--- src/rtl/rx_filter_pkg.sv ---
package rx_filter_pkg;
  localparam logic [7:0]  PRE_BYTE    = 8'h55;
  localparam logic [7:0]  SFD_BYTE    = 8'hD5;
  localparam logic [31:0] CRC_INIT    = 32'hFFFF_FFFF;
  localparam logic [31:0] CRC_POLY    = 32'hEDB8_8320;
  // reflected-register form of the good-frame remainder
  localparam logic [31:0] CRC_RESIDUE = 32'hDEBB_20E3;

  typedef enum logic [1:0] {ST_IDLE, ST_HUNT, ST_DATA, ST_SKIP} rx_state_e;

  typedef struct packed {
    logic addr_hit;
    logic extra;
    logic runt;
    logic crc_err;
  } rx_status_t;

  function automatic logic [31:0] crc_step(logic [31:0] c, logic [7:0] d);
    logic [31:0] r;
    r = c;
    for (int i = 0; i < 8; i++) begin
      r = (r[0] ^ d[i]) ? ((r >> 1) ^ CRC_POLY) : (r >> 1);
    end
    return r;
  endfunction
endpackage

--- src/rtl/rx_sfd_detect.sv ---
module rx_sfd_detect
  import rx_filter_pkg::*;
(
  input  logic       clk_i,
  input  logic       rst_ni,
  input  logic       crs_i,
  input  logic       sof_i,
  input  logic       vld_i,
  input  logic [7:0] byte_i,
  output logic       start_o,
  output logic       take_o,
  output logic       eof_o
);
  rx_state_e state_q, state_d;

  always_comb begin
    state_d = state_q;
    start_o = 1'b0;
    take_o  = 1'b0;
    eof_o   = 1'b0;
    unique case (state_q)
      ST_IDLE: begin
        if (crs_i && sof_i) begin
          if (vld_i && byte_i == SFD_BYTE) begin
            state_d = ST_DATA;
            start_o = 1'b1;
          end else if (vld_i && byte_i != PRE_BYTE) begin
            state_d = ST_SKIP;
          end else begin
            state_d = ST_HUNT;
          end
        end
      end
      ST_HUNT: begin
        if (!crs_i) begin
          state_d = ST_IDLE;
        end else if (vld_i) begin
          if (byte_i == SFD_BYTE) begin
            state_d = ST_DATA;
            start_o = 1'b1;
          end else if (byte_i != PRE_BYTE) begin
            state_d = ST_SKIP;
          end
        end
      end
      ST_DATA: begin
        if (!crs_i) begin
          state_d = ST_IDLE;
          eof_o   = 1'b1;
        end else begin
          take_o = vld_i;
        end
      end
      ST_SKIP: begin
        if (!crs_i) state_d = ST_IDLE;
      end
      default: state_d = ST_IDLE;
    endcase
  end

  always_ff @(posedge clk_i or negedge rst_ni) begin
    if (!rst_ni) state_q <= ST_IDLE;
    else         state_q <= state_d;
  end

  a_r8_eof_single: assert property (@(posedge clk_i) disable iff (!rst_ni)
    eof_o |=> !eof_o);
  a_r1_start_exclusive: assert property (@(posedge clk_i) disable iff (!rst_ni)
    start_o |-> !take_o && !eof_o);
endmodule

--- src/rtl/rx_crc32.sv ---
module rx_crc32
  import rx_filter_pkg::*;
(
  input  logic       clk_i,
  input  logic       rst_ni,
  input  logic       clr_i,
  input  logic       en_i,
  input  logic [7:0] byte_i,
  output logic       ok_o
);
  logic [31:0] crc_q;

  always_ff @(posedge clk_i or negedge rst_ni) begin
    if (!rst_ni)     crc_q <= CRC_INIT;
    else if (clr_i)  crc_q <= CRC_INIT;
    else if (en_i)   crc_q <= crc_step(crc_q, byte_i);
  end

  assign ok_o = (crc_q == CRC_RESIDUE);

  a_r7_clear_restores_init: assert property (@(posedge clk_i) disable iff (!rst_ni)
    clr_i |=> crc_q == CRC_INIT);
endmodule

--- src/rtl/rx_addr_len.sv ---
module rx_addr_len #(
  parameter int ADDR_W = 48,
  parameter int LEN_W  = 11
) (
  input  logic              clk_i,
  input  logic              rst_ni,
  input  logic              clr_i,
  input  logic              take_i,
  input  logic [7:0]        byte_i,
  input  logic [ADDR_W-1:0] addr_i,
  output logic [LEN_W-1:0]  len_o,
  output logic              match_o,
  output logic              wr_hit_o
);
  localparam int NB = ADDR_W / 8;
  localparam int IW = (NB > 1) ? $clog2(NB) : 1;
  localparam logic [LEN_W-1:0] NB_L    = LEN_W'(NB);
  localparam logic [LEN_W-1:0] LEN_MAX = '1;

  logic [7:0]       addr_b [NB];
  logic [LEN_W-1:0] len_q;
  logic             match_q;
  logic             in_da, byte_ok;
  logic [IW-1:0]    idx;

  for (genvar g = 0; g < NB; g++) begin : g_addr
    assign addr_b[g] = addr_i[ADDR_W-1-8*g -: 8];
  end

  assign in_da    = (len_q < NB_L);
  assign idx      = len_q[IW-1:0];
  assign byte_ok  = !in_da || (byte_i == addr_b[idx]);
  assign wr_hit_o = match_q && byte_ok;

  always_ff @(posedge clk_i or negedge rst_ni) begin
    if (!rst_ni) begin
      len_q   <= '0;
      match_q <= 1'b1;
    end else if (clr_i) begin
      len_q   <= '0;
      match_q <= 1'b1;
    end else if (take_i) begin
      if (len_q != LEN_MAX) len_q <= len_q + 1'b1;
      match_q <= match_q && byte_ok;
    end
  end

  assign len_o   = len_q;
  assign match_o = match_q;

  a_r3_mismatch_sticky: assert property (@(posedge clk_i) disable iff (!rst_ni)
    !match_q && !clr_i |=> !match_q);
  a_r4_len_saturates: assert property (@(posedge clk_i) disable iff (!rst_ni)
    len_q == LEN_MAX && !clr_i |=> len_q == LEN_MAX);
endmodule

--- src/rtl/rx_frame_filter.sv ---
module rx_frame_filter
  import rx_filter_pkg::*;
#(
  parameter int ADDR_W  = 48,
  parameter int LEN_W   = 11,
  parameter int MIN_LEN = 64,
  parameter int MAX_LEN = 1518
) (
  input  logic              clk_i,
  input  logic              rst_ni,
  input  logic              crs_i,
  input  logic              sof_i,
  input  logic              vld_i,
  input  logic [7:0]        byte_i,
  input  logic [ADDR_W-1:0] station_addr_i,
  output logic              wr_en_o,
  output logic [7:0]        wr_data_o,
  output logic              done_o,
  output logic              accept_o,
  output logic [LEN_W-1:0]  len_o,
  output logic [3:0]        status_o
);
  localparam logic [LEN_W-1:0] NB_L  = LEN_W'(ADDR_W / 8);
  localparam logic [LEN_W-1:0] MIN_L = LEN_W'(MIN_LEN);
  localparam logic [LEN_W-1:0] MAX_L = LEN_W'(MAX_LEN);

  logic             start, take, eof;
  logic             crc_ok, match, wr_hit;
  logic [LEN_W-1:0] len;
  rx_status_t       st_d;

  rx_sfd_detect i_sfd (
    .clk_i, .rst_ni, .crs_i, .sof_i, .vld_i, .byte_i,
    .start_o(start), .take_o(take), .eof_o(eof)
  );

  rx_crc32 i_crc (
    .clk_i, .rst_ni, .clr_i(start), .en_i(take), .byte_i, .ok_o(crc_ok)
  );

  rx_addr_len #(.ADDR_W(ADDR_W), .LEN_W(LEN_W)) i_addr_len (
    .clk_i, .rst_ni, .clr_i(start), .take_i(take), .byte_i,
    .addr_i(station_addr_i), .len_o(len), .match_o(match), .wr_hit_o(wr_hit)
  );

  always_comb begin
    st_d.crc_err  = !crc_ok;
    st_d.runt     = (len < MIN_L);
    st_d.extra    = (len > MAX_L);
    st_d.addr_hit = match && (len >= NB_L);
  end

  always_ff @(posedge clk_i or negedge rst_ni) begin
    if (!rst_ni) begin
      wr_en_o   <= 1'b0;
      wr_data_o <= '0;
      done_o    <= 1'b0;
      accept_o  <= 1'b0;
      len_o     <= '0;
      status_o  <= '0;
    end else begin
      wr_en_o   <= take && wr_hit;
      wr_data_o <= byte_i;
      done_o    <= eof;
      accept_o  <= eof && st_d.addr_hit && !st_d.crc_err && !st_d.runt && !st_d.extra;
      if (eof) begin
        len_o    <= len;
        status_o <= st_d;
      end
    end
  end

  a_r8_done_pulse: assert property (@(posedge clk_i) disable iff (!rst_ni)
    done_o |=> !done_o);
  a_r8_no_write_at_end: assert property (@(posedge clk_i) disable iff (!rst_ni)
    !(done_o && wr_en_o));
  a_r9_accept_clean: assert property (@(posedge clk_i) disable iff (!rst_ni)
    accept_o |-> done_o && status_o == 4'b1000 && len_o >= MIN_L && len_o <= MAX_L);
  a_r3_write_needs_carrier: assert property (@(posedge clk_i) disable iff (!rst_ni)
    wr_en_o |-> $past(crs_i && vld_i));
endmodule

--- config.mk ---
export PLATFORM = sky130hd
export DESIGN_NAME = rx_frame_filter
export DESIGN_NICKNAME = d
export VERILOG_FILES = /design/src/rtl/rx_filter_pkg.sv /design/src/rtl/rx_sfd_detect.sv /design/src/rtl/rx_crc32.sv /design/src/rtl/rx_addr_len.sv /design/src/rtl/rx_frame_filter.sv
export SDC_FILE = /design/constraint.sdc
export NUM_CORES = 1
export LEC_CHECK = 0
export BUFFER_PORTS_ARGS = -buffer_cell sky130_fd_sc_hd__buf_4
export CORE_MARGIN = 5
export CORE_UTILIZATION = 50
export DETAILED_ROUTE_END_ITERATION = 16
export HOLD_SLACK_MARGIN = 0.06
export PLACE_DENSITY = 0.84
export SETUP_SLACK_MARGIN = 0.3
export SLEW_MARGIN = 20
export SYNTH_ARGS = -nofsm -noshare
export SYNTH_HDL_FRONTEND = slang
export SYNTH_SLANG_ARGS = --single-unit
--- constraint.sdc ---
create_clock -name clk_i -period 4.8 [get_ports clk_i]
set_clock_uncertainty 0.2 [all_clocks]
set_input_delay 0.48 -clock clk_i [delete_from_list [all_inputs] [get_ports clk_i]]
set_output_delay 0.48 -clock clk_i [all_outputs]
set_load 0.005 [all_outputs]
==> metrics.txt <==
# DRC 0; num ports 87; critical path arrival 2.95 ns; VDD IR max 0.3037 mV; number of post-CTS setup repair buffers 0; top_reg_cell synth dfrtp_1; hold slack 0.04655 ns; Num CTS Buffers 9; Die Height 103.7 um; Worst EP required 4.87 ns; CTS tree built; clock buffer depth 2; largest stage delay on the critical path 0.74 ns; Yosys cell types 47; post-CTS resize count 0; DP Area 5059 sq um; Die Area 10750 sq um; top-area cell type share of the netlist area 22.23%; Syn Inst Count 414; asr flop ratio synth 100.0%; layout cells sized above 1 35.03%; status complete, no violations; global-route usage over all layers 19.94%; RSZ-0062 raised after global routing no; Hold Violations, Final 0; Area growth, synth to finish 20.01%; Via density 5.581; Post-CTS Hold Buffers 0; post-synthesis sequential area ratio 41.98%; Port Buffer Count 86; Antenna Cells 0; syn avg cell area 10.60 sq um; Net Count, Synth 476; post-route ant nets 0; Leak 0.002236 uW; core outline area 8636 sq um; measured slew at the worst slew-check pin 0.8496 ns; Rows 34; final WL 10560 um; CTS root buffer clkbuf_8; die width 103.7 um; Worst-path clk slew 0.08 ns; vias in the first global route 3538; crit path cell chain buf_4 > mux2i_1 > xnor2_1 > o22ai_1 > o22ai_1 > or4_1 > a31oi_1; Post-synth EDFFs 0; fill count 685; clk sink count 72; Area contributors post-synth dfrtp_1 22%, dfstp_2 20%, xnor2_1 12%; largest net degree at the start of global routing 73; final worst path period share 59.86%; htree depth 3; min-delay worst type input port to async pin; GPL Wtd Cong 0.8724; CP dominant cell by count o22ai_1; Synth Register Bits 72; layout net count 548; Synth area leader dfrtp_1; CP Class flop to flop; Max-slew headroom 43.36%; CP max-delay cell dfrtp_1; clock latency on the worst-skew pair 0.35 ns; grt total ovfl 0; Detailed Routing Iterations Pass 1 4; Tmin final 2.873 ns; DR WL/cell 17.63 um; mapped cell area 4390 sq um; initial antenna violation count 0; first-pass GRT wire length 17820 um; Synth warnings 0; DR vias 3343; fin area 5269 sq um; Power Density 674.4 nW/um^2; Worst setup EP type flop; multi-input logic area 2411 sq um; crit-path max FO 22; post-layout util 61.01%; FF+latch area 1843 sq um; post-DP HPWL 7817 um; Fmax achieved 348.0 MHz; # Max-Cap Violations 0; Final setup viols 0; CP startpoint kind flop; Slew Limit Fails 0; Iter 0 DRT Violations 207; initial core utilization 50.84%; TNS Setup 0 ns
## placed cells by master, fill, tap and decap left out, types with 4 or more instances in the layout
cell	count
dfrtp_1	39
nand4_1	5
clkbuf_8	10
nand2_1	7
xnor2_4	4
mux2_2	15
xor2_1	27
nand4b_1	5
a211o_1	4
buf_4	89
xor2_2	4
mux2i_1	24
o21ai_0	12
a21oi_1	27
xnor2_1	58
o22ai_1	13
nor3_1	29
nor2_1	25
and3_1	12
or3_1	7
dfstp_2	33
## sequential cells by signal (all words and copies together) (netlist names)
name,flops
accept_o,1
i_addr_len.match_o,1
i_crc.crc_q,32
done_o,1
status_o,4
wr_en_o,1
i_sfd.state_q,2
i_addr_len.len_o,11
wr_data_o,8
len_o,11
## cells in the mapped netlist, types with 2 or more instances
cell type and n:
xor2_2 4, nand3b_1 2, nor2b_1 3, mux2_2 15
o22ai_1 13, or3_1 7, dfstp_2 33, nor3_1 29
xnor2_1 58, buf_4 3, buf_2 6, o221a_2 2
inv_1 2, nor2_1 25, xnor2_2 3, xor2_1 27
mux2i_1 24, nand4_1 5, clkbuf_1 14, dfrtp_1 39
nand2b_1 2, nand2_1 7, clkbuf_2 4, a211o_1 4
o21ai_0 12, a21oi_1 27, nand4b_1 5, and3_1 12
or2_2 3, nor4_1 3, xnor2_4 4, or4_1 2
## metrics by stage
stage / power [uW] / worst slack [ns] / instances
5_1_grt: 3793 / 1.743 / 599
2_1_floorplan: 2659 / 2.522 / 414
3_3_place_gp: 3020 / 1.872 / 582
6_report: 3553 / 1.927 / 599
3_5_place_dp: 3065 / 1.804 / 582
4_1_cts: 3556 / 1.905 / 598
## cell type report
class                           instances  area share [%]
Multi-Input combinational cell        311           45.76
Sequential cell                        72           34.98
Timing Repair Buffer                   90           12.94
Tap cell                              108           2.565
Clock buffer                           11           2.493
Clock inverter                          5           1.116
Inverter                                2          0.1425
## critical path: cells and delay by family (launching register included)
family | cells | cell delay [ns]
compound gates | 3 | 0.48
buf+inv | 1 | 0.39
flops | 1 | 0.74
simple gates | 1 | 0.63
mux | 1 | 0.27
xor+xnor | 1 | 0.08
## cell families (layout without fill, tap and decap cells)
| group | Yosys count | after routing | share of synthesized area [%] |
|---|---|---|---|
| muxes | 39 | 39 | 9.319 |
| buffers and inverters | 31 | 108 | 3.363 |
| AOI/OAI and AO/OA | 62 | 62 | 8.436 |
| and+or+nand+nor | 113 | 113 | 14.56 |
| xor gates and xnor gates | 96 | 96 | 22.06 |
| adders and majority gates | 1 | 1 | 0.2849 |
| DFF | 72 | 72 | 41.98 |
## power by group
| part | switching, uW | internal (uW) |
|---|---|---|
| registers | 226 | 872 |
| logic | 1010 | 976 |
| clock network | 225 | 240 |
| total | 1460 | 2090 |
## path summary, 6_finish.rpt
path | startpoint | end | slack [ns] | cells past startpoint
max | i_addr_len.len_o[1]$_DFFE_PN0P_ | i_addr_len.match_o$_DFFE_PN1P_ | 1.93 | 7
min | rst_ni | i_addr_len.len_o[8]$_DFFE_PN0P_ | 0.05 | 1
max reg2reg | i_addr_len.len_o[1]$_DFFE_PN0P_ | i_addr_len.match_o$_DFFE_PN1P_ | 1.93 | 7
min reg2reg | i_addr_len.match_o$_DFFE_PN1P_ | wr_en_o$_DFF_PN0_ | 0.30 | 2
max in group asynchronous | rst_ni | i_addr_len.len_o[3]$_DFFE_PN0P_ | 3.81 | 1
min in group clk_i | byte_i[1] | wr_data_o[1]$_DFF_PN0_ | 0.11 | 1
## per-layer routing
metal  track usage, %  wire length (um)  vias to the layer above
met1            26.20              4375                     1635
li1                 -                 -                     1598
met2            32.24              5352                       98
met5                0                 0                        -
met4            5.180               160                        0
met3            5.908               670                       12
Power figures use the tool's default switching activity.
